**src/rtl/secded22_pkg.sv**
```systemverilog
package secded22_pkg;

  localparam int DATA_W = 16;
  localparam int PAR_W  = 5;
  localparam int CHK_W  = PAR_W + 1;
  localparam int CW_W   = DATA_W + PAR_W + 1;

  typedef enum logic [1:0] {
    ERR_NONE   = 2'd0,
    ERR_SINGLE = 2'd1,
    ERR_DOUBLE = 2'd2,
    ERR_PARITY = 2'd3
  } err_class_e;

  // Index of data bit idx: the idx-th position from 3 upward that is not a power of two.
  function automatic int data_pos(input int idx);
    int n;
    int res;
    n   = 0;
    res = 0;
    for (int p = 3; p < CW_W; p++) begin
      if ((p & (p - 1)) != 0) begin
        if (n == idx) res = p;
        n++;
      end
    end
    return res;
  endfunction

  // Data bits covered by check bit j: those whose position has bit j set.
  function automatic logic [DATA_W-1:0] cover_mask(input int j);
    logic [DATA_W-1:0] m;
    for (int i = 0; i < DATA_W; i++) m[i] = ((data_pos(i) >> j) & 1) != 0;
    return m;
  endfunction

  function automatic logic [DATA_W-1:0] pull_data(input logic [CW_W-1:0] cw);
    logic [DATA_W-1:0] d;
    for (int i = 0; i < DATA_W; i++) d[i] = cw[data_pos(i)];
    return d;
  endfunction

endpackage

```
**src/rtl/secded22_stage.sv**
```systemverilog
module secded22_stage #(
  parameter int W = 8
) (
  input  logic         clk,
  input  logic         rst,
  input  logic         in_valid,
  output logic         in_ready,
  input  logic [W-1:0] in_data,
  output logic         out_valid,
  input  logic         out_ready,
  output logic [W-1:0] out_data
);

  logic         vld_q;
  logic [W-1:0] dat_q;

  assign in_ready  = !vld_q || out_ready;
  assign out_valid = vld_q;
  assign out_data  = dat_q;

  always_ff @(posedge clk) begin
    if (rst) vld_q <= 1'b0;
    else if (in_ready) vld_q <= in_valid;
  end

  always_ff @(posedge clk) begin
    if (in_valid && in_ready) dat_q <= in_data;
  end

  // a refused output stays offered with the same payload
  p_stall_hold_r4: assert property (@(posedge clk) disable iff (rst)
    (out_valid && !out_ready) |=> (out_valid && $stable(out_data)));

  // an accepted item is offered after the edge
  p_take_r4: assert property (@(posedge clk) disable iff (rst)
    (in_valid && in_ready) |=> out_valid);

endmodule

```
**src/rtl/secded22_enc.sv**
```systemverilog
module secded22_enc
  import secded22_pkg::*;
(
  input  logic [DATA_W-1:0] data_in,
  output logic [CHK_W-1:0]  check_out,
  output logic [CW_W-1:0]   code_out
);

  logic [PAR_W-1:0] grp;
  logic             total;

  genvar j;
  generate
    for (j = 0; j < PAR_W; j++) begin : g_grp
      localparam logic [DATA_W-1:0] MASK = cover_mask(j);
      assign grp[j] = ^(data_in & MASK);
    end
  endgenerate

  assign total     = ^{data_in, grp};
  assign check_out = {total, grp};

  always_comb begin
    code_out    = '0;
    code_out[0] = total;
    for (int i = 0; i < DATA_W; i++) code_out[data_pos(i)] = data_in[i];
    for (int k = 0; k < PAR_W; k++) code_out[1 << k] = grp[k];
  end

endmodule

```
**src/rtl/secded22_dec.sv**
```systemverilog
module secded22_dec
  import secded22_pkg::*;
(
  input  logic [CW_W-1:0]   rx_code,
  output logic [DATA_W-1:0] fix_data,
  output logic [CW_W-1:0]   fix_code,
  output logic [PAR_W-1:0]  syndrome,
  output err_class_e        err_cls
);

  localparam logic [PAR_W-1:0] MAX_POS = PAR_W'(CW_W - 1);

  logic [DATA_W-1:0] rx_data;
  logic              overall;

  assign rx_data = pull_data(rx_code);
  assign overall = ^rx_code;

  genvar j;
  generate
    for (j = 0; j < PAR_W; j++) begin : g_syn
      localparam logic [DATA_W-1:0] MASK = cover_mask(j);
      assign syndrome[j] = rx_code[1 << j] ^ (^(rx_data & MASK));
    end
  endgenerate

  always_comb begin
    err_cls  = ERR_NONE;
    fix_code = rx_code;
    if (syndrome == '0) begin
      if (overall) begin
        err_cls     = ERR_PARITY;
        fix_code[0] = ~rx_code[0];
      end
    end else if (!overall || (syndrome > MAX_POS)) begin
      err_cls = ERR_DOUBLE;
    end else begin
      err_cls  = ERR_SINGLE;
      fix_code = rx_code ^ (CW_W'(1) << syndrome);
    end
  end

  assign fix_data = pull_data(fix_code);

endmodule

```
**src/rtl/secded22_codec.sv**
```systemverilog
module secded22_codec
  import secded22_pkg::*;
(
  input  logic        clk,
  input  logic        rst,
  input  logic        enc_in_valid,
  output logic        enc_in_ready,
  input  logic [15:0] enc_in_data,
  output logic        enc_out_valid,
  input  logic        enc_out_ready,
  output logic [5:0]  enc_out_check,
  output logic [21:0] enc_out_code,
  input  logic        dec_in_valid,
  output logic        dec_in_ready,
  input  logic [21:0] dec_in_code,
  output logic        dec_out_valid,
  input  logic        dec_out_ready,
  output logic [15:0] dec_out_data,
  output logic [21:0] dec_out_code,
  output logic [4:0]  dec_out_syndrome,
  output logic [1:0]  dec_out_class
);

  localparam int ENC_PW = CHK_W + CW_W;
  localparam int DEC_PW = DATA_W + CW_W + PAR_W + 2;

  // encode path
  logic [CHK_W-1:0]  enc_chk;
  logic [CW_W-1:0]   enc_cw;
  logic [ENC_PW-1:0] enc_pay;

  secded22_enc u_enc (
    .data_in  (enc_in_data),
    .check_out(enc_chk),
    .code_out (enc_cw)
  );

  secded22_stage #(.W(ENC_PW)) u_enc_stage (
    .clk      (clk),
    .rst      (rst),
    .in_valid (enc_in_valid),
    .in_ready (enc_in_ready),
    .in_data  ({enc_chk, enc_cw}),
    .out_valid(enc_out_valid),
    .out_ready(enc_out_ready),
    .out_data (enc_pay)
  );

  assign enc_out_check = enc_pay[ENC_PW-1 -: CHK_W];
  assign enc_out_code  = enc_pay[CW_W-1:0];

  // decode path
  logic [DATA_W-1:0] dec_d;
  logic [CW_W-1:0]   dec_cw;
  logic [PAR_W-1:0]  dec_syn;
  err_class_e        dec_cls;
  logic [DEC_PW-1:0] dec_pay;

  secded22_dec u_dec (
    .rx_code (dec_in_code),
    .fix_data(dec_d),
    .fix_code(dec_cw),
    .syndrome(dec_syn),
    .err_cls (dec_cls)
  );

  secded22_stage #(.W(DEC_PW)) u_dec_stage (
    .clk      (clk),
    .rst      (rst),
    .in_valid (dec_in_valid),
    .in_ready (dec_in_ready),
    .in_data  ({dec_d, dec_cw, dec_syn, dec_cls}),
    .out_valid(dec_out_valid),
    .out_ready(dec_out_ready),
    .out_data (dec_pay)
  );

  assign dec_out_data     = dec_pay[DEC_PW-1 -: DATA_W];
  assign dec_out_code     = dec_pay[CW_W+PAR_W+1 : PAR_W+2];
  assign dec_out_syndrome = dec_pay[PAR_W+1:2];
  assign dec_out_class    = dec_pay[1:0];

  // reset empties both output registers
  p_reset_clear_r5: assert property (@(posedge clk)
    rst |=> (!enc_out_valid && !dec_out_valid));

  // encoder codewords have even weight
  p_enc_even_r2: assert property (@(posedge clk) disable iff (rst)
    enc_out_valid |-> !(^enc_out_code));

  // a repaired or clean word has even weight
  p_dec_even_r7: assert property (@(posedge clk) disable iff (rst)
    (dec_out_valid && dec_out_class != 2'd2) |-> !(^dec_out_code));

  // none and double classes leave the accepted word untouched
  p_dec_keep_r8: assert property (@(posedge clk) disable iff (rst)
    (dec_in_valid && dec_in_ready) |=>
      (!(dec_out_class == 2'd0 || dec_out_class == 2'd2) ||
       (dec_out_code == $past(dec_in_code))));

  // single class inverts exactly one bit
  p_dec_one_flip_r7: assert property (@(posedge clk) disable iff (rst)
    (dec_in_valid && dec_in_ready) |=>
      ((dec_out_class != 2'd1) ||
       ($countones(dec_out_code ^ $past(dec_in_code)) == 1)));

  // overall-parity class inverts bit 0 only
  p_dec_p5_flip_r9: assert property (@(posedge clk) disable iff (rst)
    (dec_in_valid && dec_in_ready) |=>
      ((dec_out_class != 2'd3) ||
       ((dec_out_code ^ $past(dec_in_code)) == 22'd1)));

  // a single class never carries a syndrome beyond the word
  p_dec_range_r10: assert property (@(posedge clk) disable iff (rst)
    (dec_out_valid && dec_out_class == 2'd1) |->
      (dec_out_syndrome != 5'd0 && dec_out_syndrome <= 5'd21));

endmodule

```
**config.mk**
```make
export PLATFORM = sky130hd
export DESIGN_NAME = secded22_codec
export DESIGN_NICKNAME = d
export VERILOG_FILES = /design/src/rtl/secded22_pkg.sv /design/src/rtl/secded22_stage.sv /design/src/rtl/secded22_enc.sv /design/src/rtl/secded22_dec.sv /design/src/rtl/secded22_codec.sv
export SDC_FILE = /design/constraint.sdc
export NUM_CORES = 1
export LEC_CHECK = 0
export BUFFER_PORTS_ARGS = -buffer_cell sky130_fd_sc_hd__buf_2
export CAP_MARGIN = 20
export CORE_ASPECT_RATIO = 0.5
export CORE_MARGIN = 1
export CORE_UTILIZATION = 50
export CTS_BUF_LIST = sky130_fd_sc_hd__clkbuf_8
export DETAILED_ROUTE_END_ITERATION = 10
export GPL_ROUTABILITY_DRIVEN = 0
export PLACE_DENSITY = 0.83
export SYNTH_ARGS = -nofsm -noshare
export SYNTH_HDL_FRONTEND = slang
export SYNTH_SLANG_ARGS = --single-unit
```
**constraint.sdc**
```tcl
create_clock -name clk -period 3.5 [get_ports clk]
set_clock_uncertainty 0.15 [all_clocks]
set_input_delay 0.7 -clock clk [delete_from_list [all_inputs] [get_ports clk]]
set_output_delay 0.7 -clock clk [all_outputs]
set_load 0.03 [all_outputs]
```
==> results of run 1 <==
-- synth_stat cells (all sizes together) --
cell type	count	area, um2
a211oi	2	15.0
a21oi	3	15.0
and2	2	12.5
buf	23	176
clkbuf	1	3.75
dfxtp	2	40.0
edfxtp	51	1530
inv	5	18.8
mux2	2	22.5
nand2	2	7.51
nand2b	4	25.0
nand3	4	20.0
nand3b	1	7.51
nand4	4	25.0
nor2	14	72.6
nor3	3	15.0
nor3b	4	46.3
o21ai	2	10.0
o21bai	1	7.51
or3	3	28.8
xnor2	47	434
xnor3	7	158
xor2	27	251
-- power breakdown --
part           switching, uW  leakage (uW)  internal, uW
combinational            592      0.000939           316
clock                    207     0.0000416           139
sequential              24.7      0.000510           810
total                    824       0.00149          1270
-- worst max-delay path: stages --
cell and delay (ps):
buf_2 130, xor2_1 280, xnor3_1 500, xor2_2 340, inv_2 160, or3_4 450, nor2_4 90, mux2_1 320
-- registers in the layout, summed over array words and instances (netlist names) --
register / cells
u_dec_stage.out_data: 29
u_enc_stage.out_valid: 1
u_dec_stage.out_valid: 1
u_enc_stage.out_data: 22
-- layer usage --
metal | up-vias | GRT usage, %
met5 | - | 0
met4 | 0 | 6.29
met3 | 9 | 4.75
met2 | 68 | 32.5
met1 | 879 | 23.6
li1 | 921 | -
-- cells by family after synthesis --
| group | after synthesis |
|---|---|
| xor gates and xnor gates | 81 |
| DFF | 53 |
| and+or+nand+nor | 41 |
| buffers and inverters | 29 |
| AOI/OAI and AO/OA | 8 |
| muxes | 2 |
-- area by class of cell --
type	instances	area, um2	area share, %
flip-flops and latches	53	1570	44.2
multi-input cells	132	1170	33.0
repair buffers	122	616	17.3
well taps	73	91.3	2.57
clock buffers	5	68.8	1.93
clock inverters	3	18.8	0.527
inverters	5	18.8	0.527
-- stage by stage --
step | std cells | hold slack, ps | setup WS (ps) | area [um2] | utilization [%]
floorplan | 214 | 619 | 542 | 2940 | -
global placement | 385 | 336 | 274 | 3470 | 62.1
detailed placement | 385 | 350 | 198 | 3470 | 62.1
CTS | 393 | 366 | 497 | 3560 | 63.7
global route | 393 | 392 | 397 | 3560 | 63.7
finish | 393 | 362 | 466 | 3560 | 63.7
-- cell usage in the layout (no fill, tap or decap), types with 4 or more instances in the layout --
cell type	instances
nand2b_1	4
buf_2	120
edfxtp_1	51
nand4_1	4
nor2_2	5
xnor3_1	7
clkbuf_8	5
xnor2_1	44
nor2_1	8
xor2_1	25
nand3_1	4
-- final timing paths --
path / end / slack (ps) / depth (start not counted)
hold reg to reg: u_dec_stage.out_valid / 360 / 2
setup reg to reg: u_enc_stage.out_data[23] / 1800 / 2
setup / recovery: u_dec_stage.out_data[23] / 470 / 8
hold / removal: u_dec_stage.out_valid / 360 / 2
==> results_dict.tcl, run 1 <==
set metrics [dict create \
    cts_hold_buf 0 \
    synthXorXnorAreaFrac_pct 28.6 \
    io_pins 121 \
    ys.warnings.count 0 \
    clk_latency_ps 300 \
    startpoint "dec_in_code[21]" \
    min_period_ps 3030 \
    finalMaxSlewViolations 0 \
    wl_met2_um 2940 \
    synth_fa_ha_area_share_pct 0 \
    drtAntennaViolNets 0 \
    crit_path_end_kind "flip-flop" \
    synth_mux_area_share_pct 0.765 \
    grt-ovfl-total 0 \
    antenna_cells 0 \
    fillers 443 \
    fp.dieH_um 56.3 \
    worstHoldPathType "reg -> reg" \
    via_per_inst 4.78 \
    path_clk_slew_ps 90 \
    tightest_slew_ps 932 \
    grt_max_degree 30 \
    die_area_um2 6220 \
    synth_cell_types 32 \
    synth_compound_area_share_pct 1.61 \
    die_width_um 111 \
    ir_drop_uv 417 \
    hold_viol 0 \
    critPathKind "in -> reg" \
    worst_ep_arrival_time_ps 2950 \
    drive_gt1_share_pct 45.9 \
    cts_resized 0 \
    finalWirelength_um 5660 \
    pwr_density_cell_nw_per_um2 587 \
    grt_use_total_pct 18.9 \
    nets 363 \
    io_buffers 120 \
    cts_made_buffers 5 \
    grt_pass1_wl_um 8950 \
    cts_htree_levels 2 \
    first_iter_violations 137 \
    netlist_instances 214 \
    via_count 1877 \
    post-cts-setup-buffers 0 \
    cts_root_buf "clkbuf_8" \
    relSlewSlack_pct 37.9 \
    synth-simple-area-share_pct 8.84 \
    rows 19 \
    synth_area_um2 2940 \
    antenna_found_initial 0 \
    cts_tree "built" \
    tns_ps 0 \
    rsz0062_at_grt "false" \
    total_power_uw 2090 \
    hp-start "u_dec_stage.out_valid" \
    synth_top_family_by_area "XOR/XNOR gates" \
    worstPathRequired_ps 3420 \
    dp_hpwl_um 4380 \
    wl_per_cell_um 14.4 \
    drtPass1Iterations 4 \
    syn_avg_cell_area_um2 13.8 \
    post-route-period-util_pct 86.7 \
    setup_viol 0 \
    wl_met1_um 2340 \
    layout-area-overhead-vs-synth_pct 20.9 \
    drc 0 \
    cts.sinks 53 \
    cts_max_path_buffers 2 \
    crit_path_max_fanout 9 \
    max_cap_viol_count 0 \
    syn-num-nets 258 \
    timing.rr.start "u_enc_stage.out_valid" \
    status "complete, no violations" \
    wl_met3_um 301 \
    grt_pass1_vias 1829 \
    routed.top_layer "met4" \
    ys_seq_elements 53 \
    synth_seq_area_share_pct 53.4 \
    max_freq_mhz 330 \
    coreArea_um2 5590 \
    worstSetupStartpointType "primary input" \
    start_util_pct 52.7 \
    leakage_uw 0.00149 \
]
Note: power is estimated with default switching activity, not from simulation.
==> inputs of run 2 (changes only) <==
CORE_UTILIZATION = 54   (was 50)
SYNTH_HIERARCHICAL = 1   (was unset)
==> run 2 against run 1 <==
Effect of this change: setup slack better by 230 ps; maximum frequency up 8.3%; sequential power rose by 41%; sequential share of layout area rose by 4.3 points; utilization is 2.7 points higher; via count grew 32%; design area up 29%; flip-flop and latch count increased by 22; clock-buffer cell count increased by 4.
==> results_dict.tcl, run 2 <==
set metrics [dict create \
    yosys_most_used_dff "edfxtp_1" \
    crit_path_top_delay_cell "xnor3_2" \
    total_power_uw 2730 \
    synth_seq_area_share_pct 55.6 \
    worstSetupStartpointType "primary input" \
    layout_common_cells "120 x buf_2, 73 x edfxtp_1, 50 x xnor2_1" \
    grt-ovfl-total 0 \
    layout-area-overhead-vs-synth_pct 14.7 \
    antenna_cells 0 \
    worstHoldPathType "reg -> reg" \
    fillers 486 \
    max_freq_mhz 357 \
    crit_path_end_kind "flip-flop" \
    first_iter_violations 238 \
    die_width_um 124 \
    wl_met1_um 2960 \
    hold_end "u_dec_stage/out_valid" \
    rrSetupSlack_ps 2030 \
    grt_max_degree 46 \
    wl_met2_um 3940 \
    cts_max_path_buffers 2 \
    fp.dieH_um 63.0 \
    critPathKind "in -> reg" \
    crit_path_max_fanout 14 \
    crit_path_frequent_cell "xnor3_2" \
    pwr_density_cell_nw_per_um2 593 \
    via_per_inst 5.26 \
    drc 0 \
    nets 419 \
    synth_area_um2 4010 \
    drtAntennaViolNets 0 \
    drtPass1Iterations 4 \
    via_count 2484 \
    path_buf_inv 2 \
    synth-simple-area-share_pct 5.33 \
    hp-start "u_dec_stage/out_valid" \
    wl_met3_um 727 \
    worstPathRequired_ps 3540 \
    synth_most_common_cell "edfxtp_1" \
    cts_hold_buf 0 \
    largest_reg_flops 45 \
    coreArea_um2 6940 \
    grt_pass1_wl_um 11700 \
    antenna_found_initial 0 \
    die_area_um2 7800 \
    r2r_end "u_dec_stage/out_data[44]" \
    cp_slowest_stage_delay_ps 530 \
    synth_compound_area_share_pct 5.24 \
    cts.sinks 75 \
    netlist_instances 284 \
    crit_path_cell_trace "buf_2 > xnor3_2 > xnor3_2 > inv_2 > nor3_2 > o21ai_1 > a21oi_1 > xor2_1" \
    synth_top_area_share_pct 54.6 \
    worst_ep_arrival_time_ps 2850 \
    path_clk_slew_ps 70 \
    syn_avg_cell_area_um2 14.1 \
    leakage_uw 0.00189 \
    tns_ps 0 \
    rsz0062_at_grt "false" \
    async_reset_ff_share_pct 0 \
    io_buffers 120 \
    setup_viol 0 \
    dp_hpwl_um 5840 \
    cts_made_buffers 9 \
    synth_top_family_by_area "XOR/XNOR gates" \
    grt_use_total_pct 20.7 \
    ir_drop_uv 276 \
    ys_seq_elements 75 \
    max_cap_viol_count 0 \
    layout_commonest_cell "buf_2" \
    tightest_slew_ps 804 \
    hold_depth 2 \
    synth_cell_types 37 \
    cts_root_buf "clkbuf_8" \
    stdcell_area_um2 4600 \
    wl_per_cell_um 16.4 \
    finalMaxSlewViolations 0 \
    worst_hold_slack_ps 357 \
    syn-num-nets 328 \
    r2r_cells 2 \
    timing.rr.start "u_dec_stage/out_valid" \
    post-cts-setup-buffers 0 \
    io_pins 121 \
    placed_area_um2 4430 \
    hold_viol 0 \
    clk_latency_ps 350 \
    synth_top_cell_by_area "edfxtp_1" \
    status "complete, no violations" \
    cts_tree "built" \
    netlist_top_cells_count "73 x edfxtp_1, 50 x xnor2_1, 39 x buf_4" \
    seq_area_um2 2230 \
    synth_mux_area_share_pct 2.00 \
    post-route-period-util_pct 80.1 \
    cts_resized 0 \
    relSlewSlack_pct 46.0 \
    routed.top_layer "met4" \
    synth_fa_ha_area_share_pct 0 \
    multiInputGateArea_um2 1460 \
    synth.area.top_cells "edfxtp_1 55%, xnor2_1 11%, buf_4 7.3%" \
    drive_gt1_share_pct 42.1 \
    ys.warnings.count 6 \
    rows 21 \
    finalWirelength_um 7730 \
    min_period_ps 2800 \
    grt_pass1_vias 2355 \
    synth_edf_count 73 \
    cts_htree_levels 3 \
    synthXorXnorAreaFrac_pct 23.8 \
    cpLargestDelayFamily "XOR/XNOR gates" \
    start_util_pct 57.8 \
]
-- run 2: changes by cell type after synthesis, moves of 5 or more --
| cell | change |
|---|---|
| a21oi_1 | +8 |
| buf_4 | +17 |
| edfxtp_1 | +22 |
| mux2i_1 | +8 |
| nand2_1 | +6 |
| nor2_2 | -5 |
| o211ai_1 | +5 |
| xnor2_1 | +6 |
-- run 2: metal layers --
metal | track usage (%) | vias to the layer above
met2 | 35.6 | 129
li1 | - | 1155
met3 | 8.12 | 12
met5 | 0 | -
met4 | 6.85 | 0
met1 | 23.6 | 1188
-- run 2: power by group --
group | internal, uW | switching, uW
combinational | 339 | 642
clock | 254 | 316
sequential | 1150 | 29.2
total | 1740 | 986
-- run 2: worst max-delay path by stage --
| stage | from | slack [ps] | cells after the start | to |
|---|---|---|---|---|
| after CTS | dec_in_code[17] | 750 | 8 | u_dec_stage/out_data[17] |
| after global routing | dec_in_code[17] | 590 | 8 | u_dec_stage/out_data[17] |
| after detailed placement | dec_in_code[17] | 380 | 8 | u_dec_stage/out_data[21] |
| final | dec_in_code[17] | 700 | 8 | u_dec_stage/out_data[21] |
| after global placement | dec_in_code[17] | 440 | 8 | u_dec_stage/out_data[34] |
| after floorplan | dec_in_code[21] | 680 | 9 | u_dec_stage/out_data[34] |
-- run 2: cell type report --
type,instances,area share [%]
tap,92,2.50
clock inverter,7,0.979
inverter,5,0.408
sequential,75,48.5
multi-input combinational,163,31.7
timing repair buffer,121,13.2
clock buffer,9,2.69
-- run 2: worst min-delay path, stage by stage (launching register included) --
cell	delay, ps
dfxtp_1	340
nand2b_4	80
a21oi_2	50
-- run 2: cells by family after synthesis --
group,count (synthesis)
XOR/XNOR,87
flip-flops,75
AO/OA/AOI/OAI,33
AND/OR/NAND/NOR,35
buffers and inverters,46
multiplexers,8
-- run 2: through the flow --
step                      util (%)  std cells  setup WS (ps)
after floorplan                  -        284            678
after global placement        63.9        456            437
after detailed placement      63.9        456            380
after CTS                     66.4        472            754
after global routing          66.4        472            587
final                         66.4        472            698
